<file path="src/rtl/sramPkg.sv">
package sramPkg;
  typedef enum logic [2:0] {
    MODE_SLEEP,
    MODE_DESEL,
    MODE_READ,
    MODE_STBY,
    MODE_WRITE
  } sramMode_e;

  typedef struct packed {
    logic capture;
    logic commit;
    logic drive;
  } sramStrobe_t;
endpackage

</file>
<file path="src/rtl/sramCtrl.sv">
module sramCtrl
  import sramPkg::*;
(
  input  logic        clk,
  input  logic        rstN,
  input  logic        sleepN,
  input  logic        csN,
  input  logic        weN,
  input  logic        oeN,
  output sramStrobe_t strobe
);
  logic slpQ, csQ, weQ, oeQ;
  logic winOpen, winPrev;
  sramMode_e mode;

  always_ff @(posedge clk or negedge rstN) begin
    if (!rstN) begin
      slpQ    <= 1'b1;
      csQ     <= 1'b1;
      weQ     <= 1'b1;
      oeQ     <= 1'b1;
      winPrev <= 1'b0;
    end else begin
      slpQ    <= sleepN;
      csQ     <= csN;
      weQ     <= weN;
      oeQ     <= oeN;
      winPrev <= winOpen;
    end
  end

  // Sleep outranks select, select outranks write, write outranks output enable.
  always_comb begin
    if (!slpQ)     mode = MODE_SLEEP;
    else if (csQ)  mode = MODE_DESEL;
    else if (!weQ) mode = MODE_WRITE;
    else if (oeQ)  mode = MODE_STBY;
    else           mode = MODE_READ;
  end

  assign winOpen        = (mode == MODE_WRITE);
  assign strobe.capture = winOpen;
  assign strobe.commit  = winPrev && !winOpen;
  assign strobe.drive   = (mode == MODE_READ);

  p_sleep_quiet_r1: assert property (@(posedge clk) disable iff (!rstN)
    !sleepN |=> !strobe.drive);
  p_desel_quiet_r2: assert property (@(posedge clk) disable iff (!rstN)
    (sleepN && csN) |=> !strobe.drive);
  p_read_drives_r3: assert property (@(posedge clk) disable iff (!rstN)
    (sleepN && !csN && weN && !oeN) |=> strobe.drive);
  p_standby_quiet_r4: assert property (@(posedge clk) disable iff (!rstN)
    (sleepN && !csN && weN && oeN) |=> !strobe.drive);
  p_write_quiet_r5: assert property (@(posedge clk) disable iff (!rstN)
    (sleepN && !csN && !weN) |=> !strobe.drive);
  p_close_commits_r6: assert property (@(posedge clk) disable iff (!rstN)
    (sleepN && !csN && !weN) |=> ##1 (strobe.capture || strobe.commit));
endmodule

</file>
<file path="src/rtl/sramData.sv">
module sramData
  import sramPkg::*;
#(
  parameter int ADDR_W = 8,
  parameter int DATA_W = 8
) (
  input  logic              clk,
  input  logic              rstN,
  input  sramStrobe_t       strobe,
  input  logic [ADDR_W-1:0] addr,
  input  logic [DATA_W-1:0] dataIn,
  input  logic              hostDrives,
  output logic [DATA_W-1:0] dataOut,
  output logic              driveEn
);
  localparam int DEPTH = 1 << ADDR_W;

  logic [DATA_W-1:0] memArr [DEPTH];
  logic [ADDR_W-1:0] addrQ, pendAddr;
  logic [DATA_W-1:0] dinQ, pendData, readByte;

  always_ff @(posedge clk or negedge rstN) begin
    if (!rstN) begin
      addrQ    <= '0;
      dinQ     <= '0;
      pendAddr <= '0;
      pendData <= '0;
    end else begin
      addrQ <= addr;
      dinQ  <= dataIn;
      if (strobe.capture) begin
        pendAddr <= addrQ;
        pendData <= dinQ;
      end
    end
  end

  always_ff @(posedge clk) begin
    if (strobe.commit) memArr[pendAddr] <= pendData;
  end

  // Forward the byte being committed so a read in the same cycle sees it.
  assign readByte = (strobe.commit && (pendAddr == addrQ)) ? pendData : memArr[addrQ];
  assign dataOut  = strobe.drive ? readByte : '0;
  assign driveEn  = strobe.drive;

  p_no_contention_r9: assert property (@(posedge clk) disable iff (!rstN)
    !(driveEn && hostDrives));
  p_idle_zero_r3: assert property (@(posedge clk) disable iff (!rstN)
    !driveEn |-> (dataOut == '0));
endmodule

</file>
<file path="src/rtl/sramSleepModel.sv">
module sramSleepModel
  import sramPkg::*;
#(
  parameter int ADDR_W = 8,
  parameter int DATA_W = 8
) (
  input  logic              clk,
  input  logic              rstN,
  input  logic              sleepN,
  input  logic              csN,
  input  logic              weN,
  input  logic              oeN,
  input  logic [ADDR_W-1:0] addr,
  input  logic [DATA_W-1:0] dataIn,
  input  logic              hostDrives,
  output logic [DATA_W-1:0] dataOut,
  output logic              driveEn
);
  sramStrobe_t strobe;

  sramCtrl uCtrl (
    .clk    (clk),
    .rstN   (rstN),
    .sleepN (sleepN),
    .csN    (csN),
    .weN    (weN),
    .oeN    (oeN),
    .strobe (strobe)
  );

  sramData #(.ADDR_W(ADDR_W), .DATA_W(DATA_W)) uData (
    .clk        (clk),
    .rstN       (rstN),
    .strobe     (strobe),
    .addr       (addr),
    .dataIn     (dataIn),
    .hostDrives (hostDrives),
    .dataOut    (dataOut),
    .driveEn    (driveEn)
  );
endmodule

</file>
<file path="config.mk">
export PLATFORM = sky130hd
export DESIGN_NAME = sramSleepModel
export DESIGN_NICKNAME = d
export VERILOG_FILES = /design/src/rtl/sramPkg.sv /design/src/rtl/sramCtrl.sv /design/src/rtl/sramData.sv /design/src/rtl/sramSleepModel.sv
export SDC_FILE = /design/constraint.sdc
export NUM_CORES = 2
export LEC_CHECK = 0
export BUFFER_PORTS_ARGS = -buffer_cell sky130_fd_sc_hd__clkbuf_2
export CAP_MARGIN = 20
export CORE_MARGIN = 5
export CORE_UTILIZATION = 30
export CTS_BUF_LIST = sky130_fd_sc_hd__clkbuf_4 sky130_fd_sc_hd__clkbuf_8
export CTS_CLUSTER_SIZE = 40
export DETAILED_ROUTE_END_ITERATION = 8
export PLACE_DENSITY_LB_ADDON = 0.12
export SYNTH_ARGS = -nofsm -noshare
export SYNTH_HDL_FRONTEND = slang
export SYNTH_SLANG_ARGS = --single-unit
</file>
<file path="constraint.sdc">
create_clock -name clk -period 4.2 [get_ports clk]
set_input_delay 0.42 -clock clk [delete_from_list [all_inputs] [get_ports clk]]
set_output_delay 0.42 -clock clk [all_outputs]
set_load 0.01 [all_outputs]
</file>
==> impl_metrics.json <==
{
  "outcome": "complete, but fails checks",
  "failed_checks": "negative setup slack",
  "start_util_pct": 30.10,
  "layout_setup_ws_ns": -0.5438,
  "yosys_most_used_dff": "edfxtp_1",
  "r2r_cells": 7,
  "cts_buffer_depth": 4,
  "coreArea_um2": 270300,
  "cp_max_fo": 8,
  "worstReg2RegStart": "uCtrl.csQ$_DFF_PN1_",
  "startpoint_type": "register",
  "ys_seq_area_share_pct": 76.74,
  "drt_iter0_markers": 3750,
  "syn_to_final_growth_pct": 22.85,
  "antenna_found_initial": 21,
  "async_reset_ff_share_pct": 1.775,
  "yosysTopAreaCellShare_pct": 75.60,
  "dp_hpwl_mm": 161.8,
  "synth_seq_cells": 2085,
  "r2r_slack_ns": 0.40,
  "layout_commonest_cell": "edfxtp_1",
  "clock-root-buffer": "clkbuf_8",
  "relSlewSlack_pct": 29.94,
  "max-vdd-ir-drop_uv": 246.6,
  "cts_tree": "built",
  "final-hold-violation-count": 0,
  "required_ns": 3.78,
  "clk_latency_ns": 1.00,
  "routed_via_density": 4.982,
  "grt_pass1_wl_mm": 362.9,
  "tightest_slew_ns": 1.047,
  "grt_usage_pct": 18.29,
  "vias": 43457,
  "drive_above_1_share_pct": 35.93,
  "gp_congestion": 0.7972,
  "synth_cell_types": 73,
  "slew_violations": 0,
  "power_uw": 45970,
  "drtAntennaViolNets": 0,
  "syn_nets": 4028,
  "finClkSkew_ns": 0.08901,
  "final_nets": 4873,
  "synth_cells": 4005,
  "crit_end": "dataOut[0]",
  "crit_start": "uData.addrQ[0]$_DFF_PN0_",
  "grt_max_degree": 160,
  "io_buffers": 30,
  "cap_violations": 0,
  "arrival_ns": 4.32,
  "setup_tns_ns": -3.387,
  "row_count": 191,
  "clkSinkCount": 2085,
  "powerDensity_nw_per_um2": 460.0,
  "avgRoutedWirePerCell_um": 30.10,
  "fmax_mhz": 210.8,
  "design_area_um2": 99930,
  "synth_area_leaders": "edfxtp_1 (76%), mux4_2 (11%), mux2i_1 (3.0%)",
  "path_class": "register to output pin",
  "path_cells": "buf_6, buf_12, buf_16, buf_16, mux4_2, mux4_2, o22ai_4, or4_4, o211ai_1, clkbuf_8",
  "grt_pass1_vias": 44636,
  "io-pin-count": 32,
  "end_kind": "output pin",
  "wl_mm": 262.5,
  "dieWidth_um": 530.7,
  "clk_pin_slew_ns": 0.06,
  "syn_avg_cell_area_um2": 20.31,
  "post-route-period-util_pct": 112.9,
  "die-height_um": 530.7,
  "die-area_um2": 281700,
  "r2r_end": "uData.memArr[189][2]$_DFFE_PP_",
  "most-common-layout-cells": "edfxtp_1 (2048), buf_4 (522), clkbuf_8 (393)",
  "post_dp_cell_area_um2": 89180,
  "critPathMaxStageDelay_ns": 0.57,
  "p_leak_uw": 0.03288,
  "synth_warnings": 0,
  "fin_crit_ns": 4.744,
  "ctsHtreeMaxLevel": 5,
  "rsz0062_at_grt": "yes",
  "yosys.area.top_type": "edfxtp_1",
  "finalSetupViolCount": 8,
  "overflow": 0,
  "dr.pass1.iters": 6,
  "cts_buffers": 375,
  "synth_edf_count": 2048,
  "pre_cts_ws_ns": -0.2897,
  "drc": 0,
  "syn-cell-area_um2": 81350,
  "cpMaxStageDelayCell": "or4_4",
  "hold_class": "input port to register"
}
## report_power, final
| part | internal (uW) | leakage, uW | switching [uW] |
|---|---|---|---|
| Clock | 10100 | 0.00380 | 8540 |
| Combinational | 1120 | 0.0101 | 2320 |
| Sequential | 23700 | 0.0190 | 240 |
## state kept, by name, summed over array words and instances, names as in the netlist
signal,cells
uData.memArr,2048
uData.addrQ,8
uData.dinQ,8
uData.pendAddr,8
uData.pendData,8
uCtrl.csQ,1
uCtrl.oeQ,1
uCtrl.slpQ,1
uCtrl.weQ,1
uCtrl.winPrev,1
## cell usage after synthesis (all sizes together), types with 4 or more instances
library cell	instances
mux2i	240
a32oi	6
nand2	197
nand4	16
nor2	295
o21ai	46
edfxtp	2048
nor4	17
a22oi	35
xnor2	8
mux4	409
nand3	42
o2111ai	5
a221o	5
a2111oi	22
o22ai	85
nor2b	19
nor3	21
nor4bb	5
a31oi	12
buf	161
a22o	7
and2	5
a221oi	10
or3b	4
clkbuf	87
dfrtp	33
a211oi	35
a211o	8
a21oi	31
dfstp	4
mux2	5
o221ai	36
## kinds of logic (layout without fill, tap and decap cells)
kind of cell	after synthesis	after routing	synth area share (%)
muxes	654	654	14.48
buffers and inverters	252	1391	2.119
xor gates and xnor gates	8	8	0.08614
and+or+nand+nor	647	647	3.448
DFF	2085	2085	76.74
other	0	9	0
AOI/OAI and AO/OA	359	359	3.122
## worst min-delay path by stage
stage                                    end                    start  slack (ns)  depth (start not counted)
3_5_place_dp   uData.pendData[1]$_DFFE_PN0P_  uData.dinQ[1]$_DFF_PN0_        0.42                          2
6_report             uData.dinQ[2]$_DFF_PN0_                dataIn[2]        0.10                          2
3_3_place_gp   uData.pendData[1]$_DFFE_PN0P_  uData.dinQ[1]$_DFF_PN0_        0.43                          2
2_1_floorplan        uCtrl.winPrev$_DFF_PN0_                     rstN        0.12                          0
4_1_cts              uData.dinQ[0]$_DFF_PN0_                dataIn[0]      0.0008                          2
5_1_grt              uData.dinQ[5]$_DFF_PN0_                dataIn[5]        0.02                          2
## final cells by class
cell class                 count  area, um2
tap                         3570       4467
clock inverter               177       1064
timing repair buffer         716       7192
clock buffer                 494       6155
antenna                        9      22.52
sequential                  2085      62480
multi-input combinational   1668      18540
inverter                       4      20.02
fill                       25010     170400
## routing by layer
metal | share of wire (%) | track usage [%] | up-vias
li1 | - | - | 18365
met1 | 45 | 25.93 | 23448
met2 | 48 | 29.36 | 1278
met3 | 5.0 | 2.856 | 364
met4 | 2.5 | 4.975 | 2
met5 | 0.0042 | 0 | -
## repair_timing
item                       in CTS  in global routing
pin swaps                      50                 43
buffers inserted               72                 69
setup endpoints to repair       8                  8
gates cloned                   18                  4
hold endpoints to repair       42                  0
hold buffers                   22                  0
gates resized for setup       237                 96
## critical path: cells and delay by family (launching register included)
kind | cells | cell delay [ns]
compound gates | 2 | 0.68
buf+inv | 5 | 0.86
flops | 1 | 0.55
mux | 2 | 0.61
simple gates | 1 | 0.57
## metrics by stage
| step | cells | hold slack [ns] | utilization [%] |
|---|---|---|---|
| 2_1_floorplan | 4005 | 0.1244 | - |
| 3_3_place_gp | 7877 | 0.4302 | 32.99 |
| 3_5_place_dp | 7878 | 0.4249 | 32.99 |
| 4_1_cts | 8648 | 0.0008058 | 36.61 |
| 5_1_grt | 8720 | 0.01515 | 36.97 |
| 6_report | 8723 | 0.1023 | 36.97 |
No activity file was read; power rests on OpenSTA's default activity.
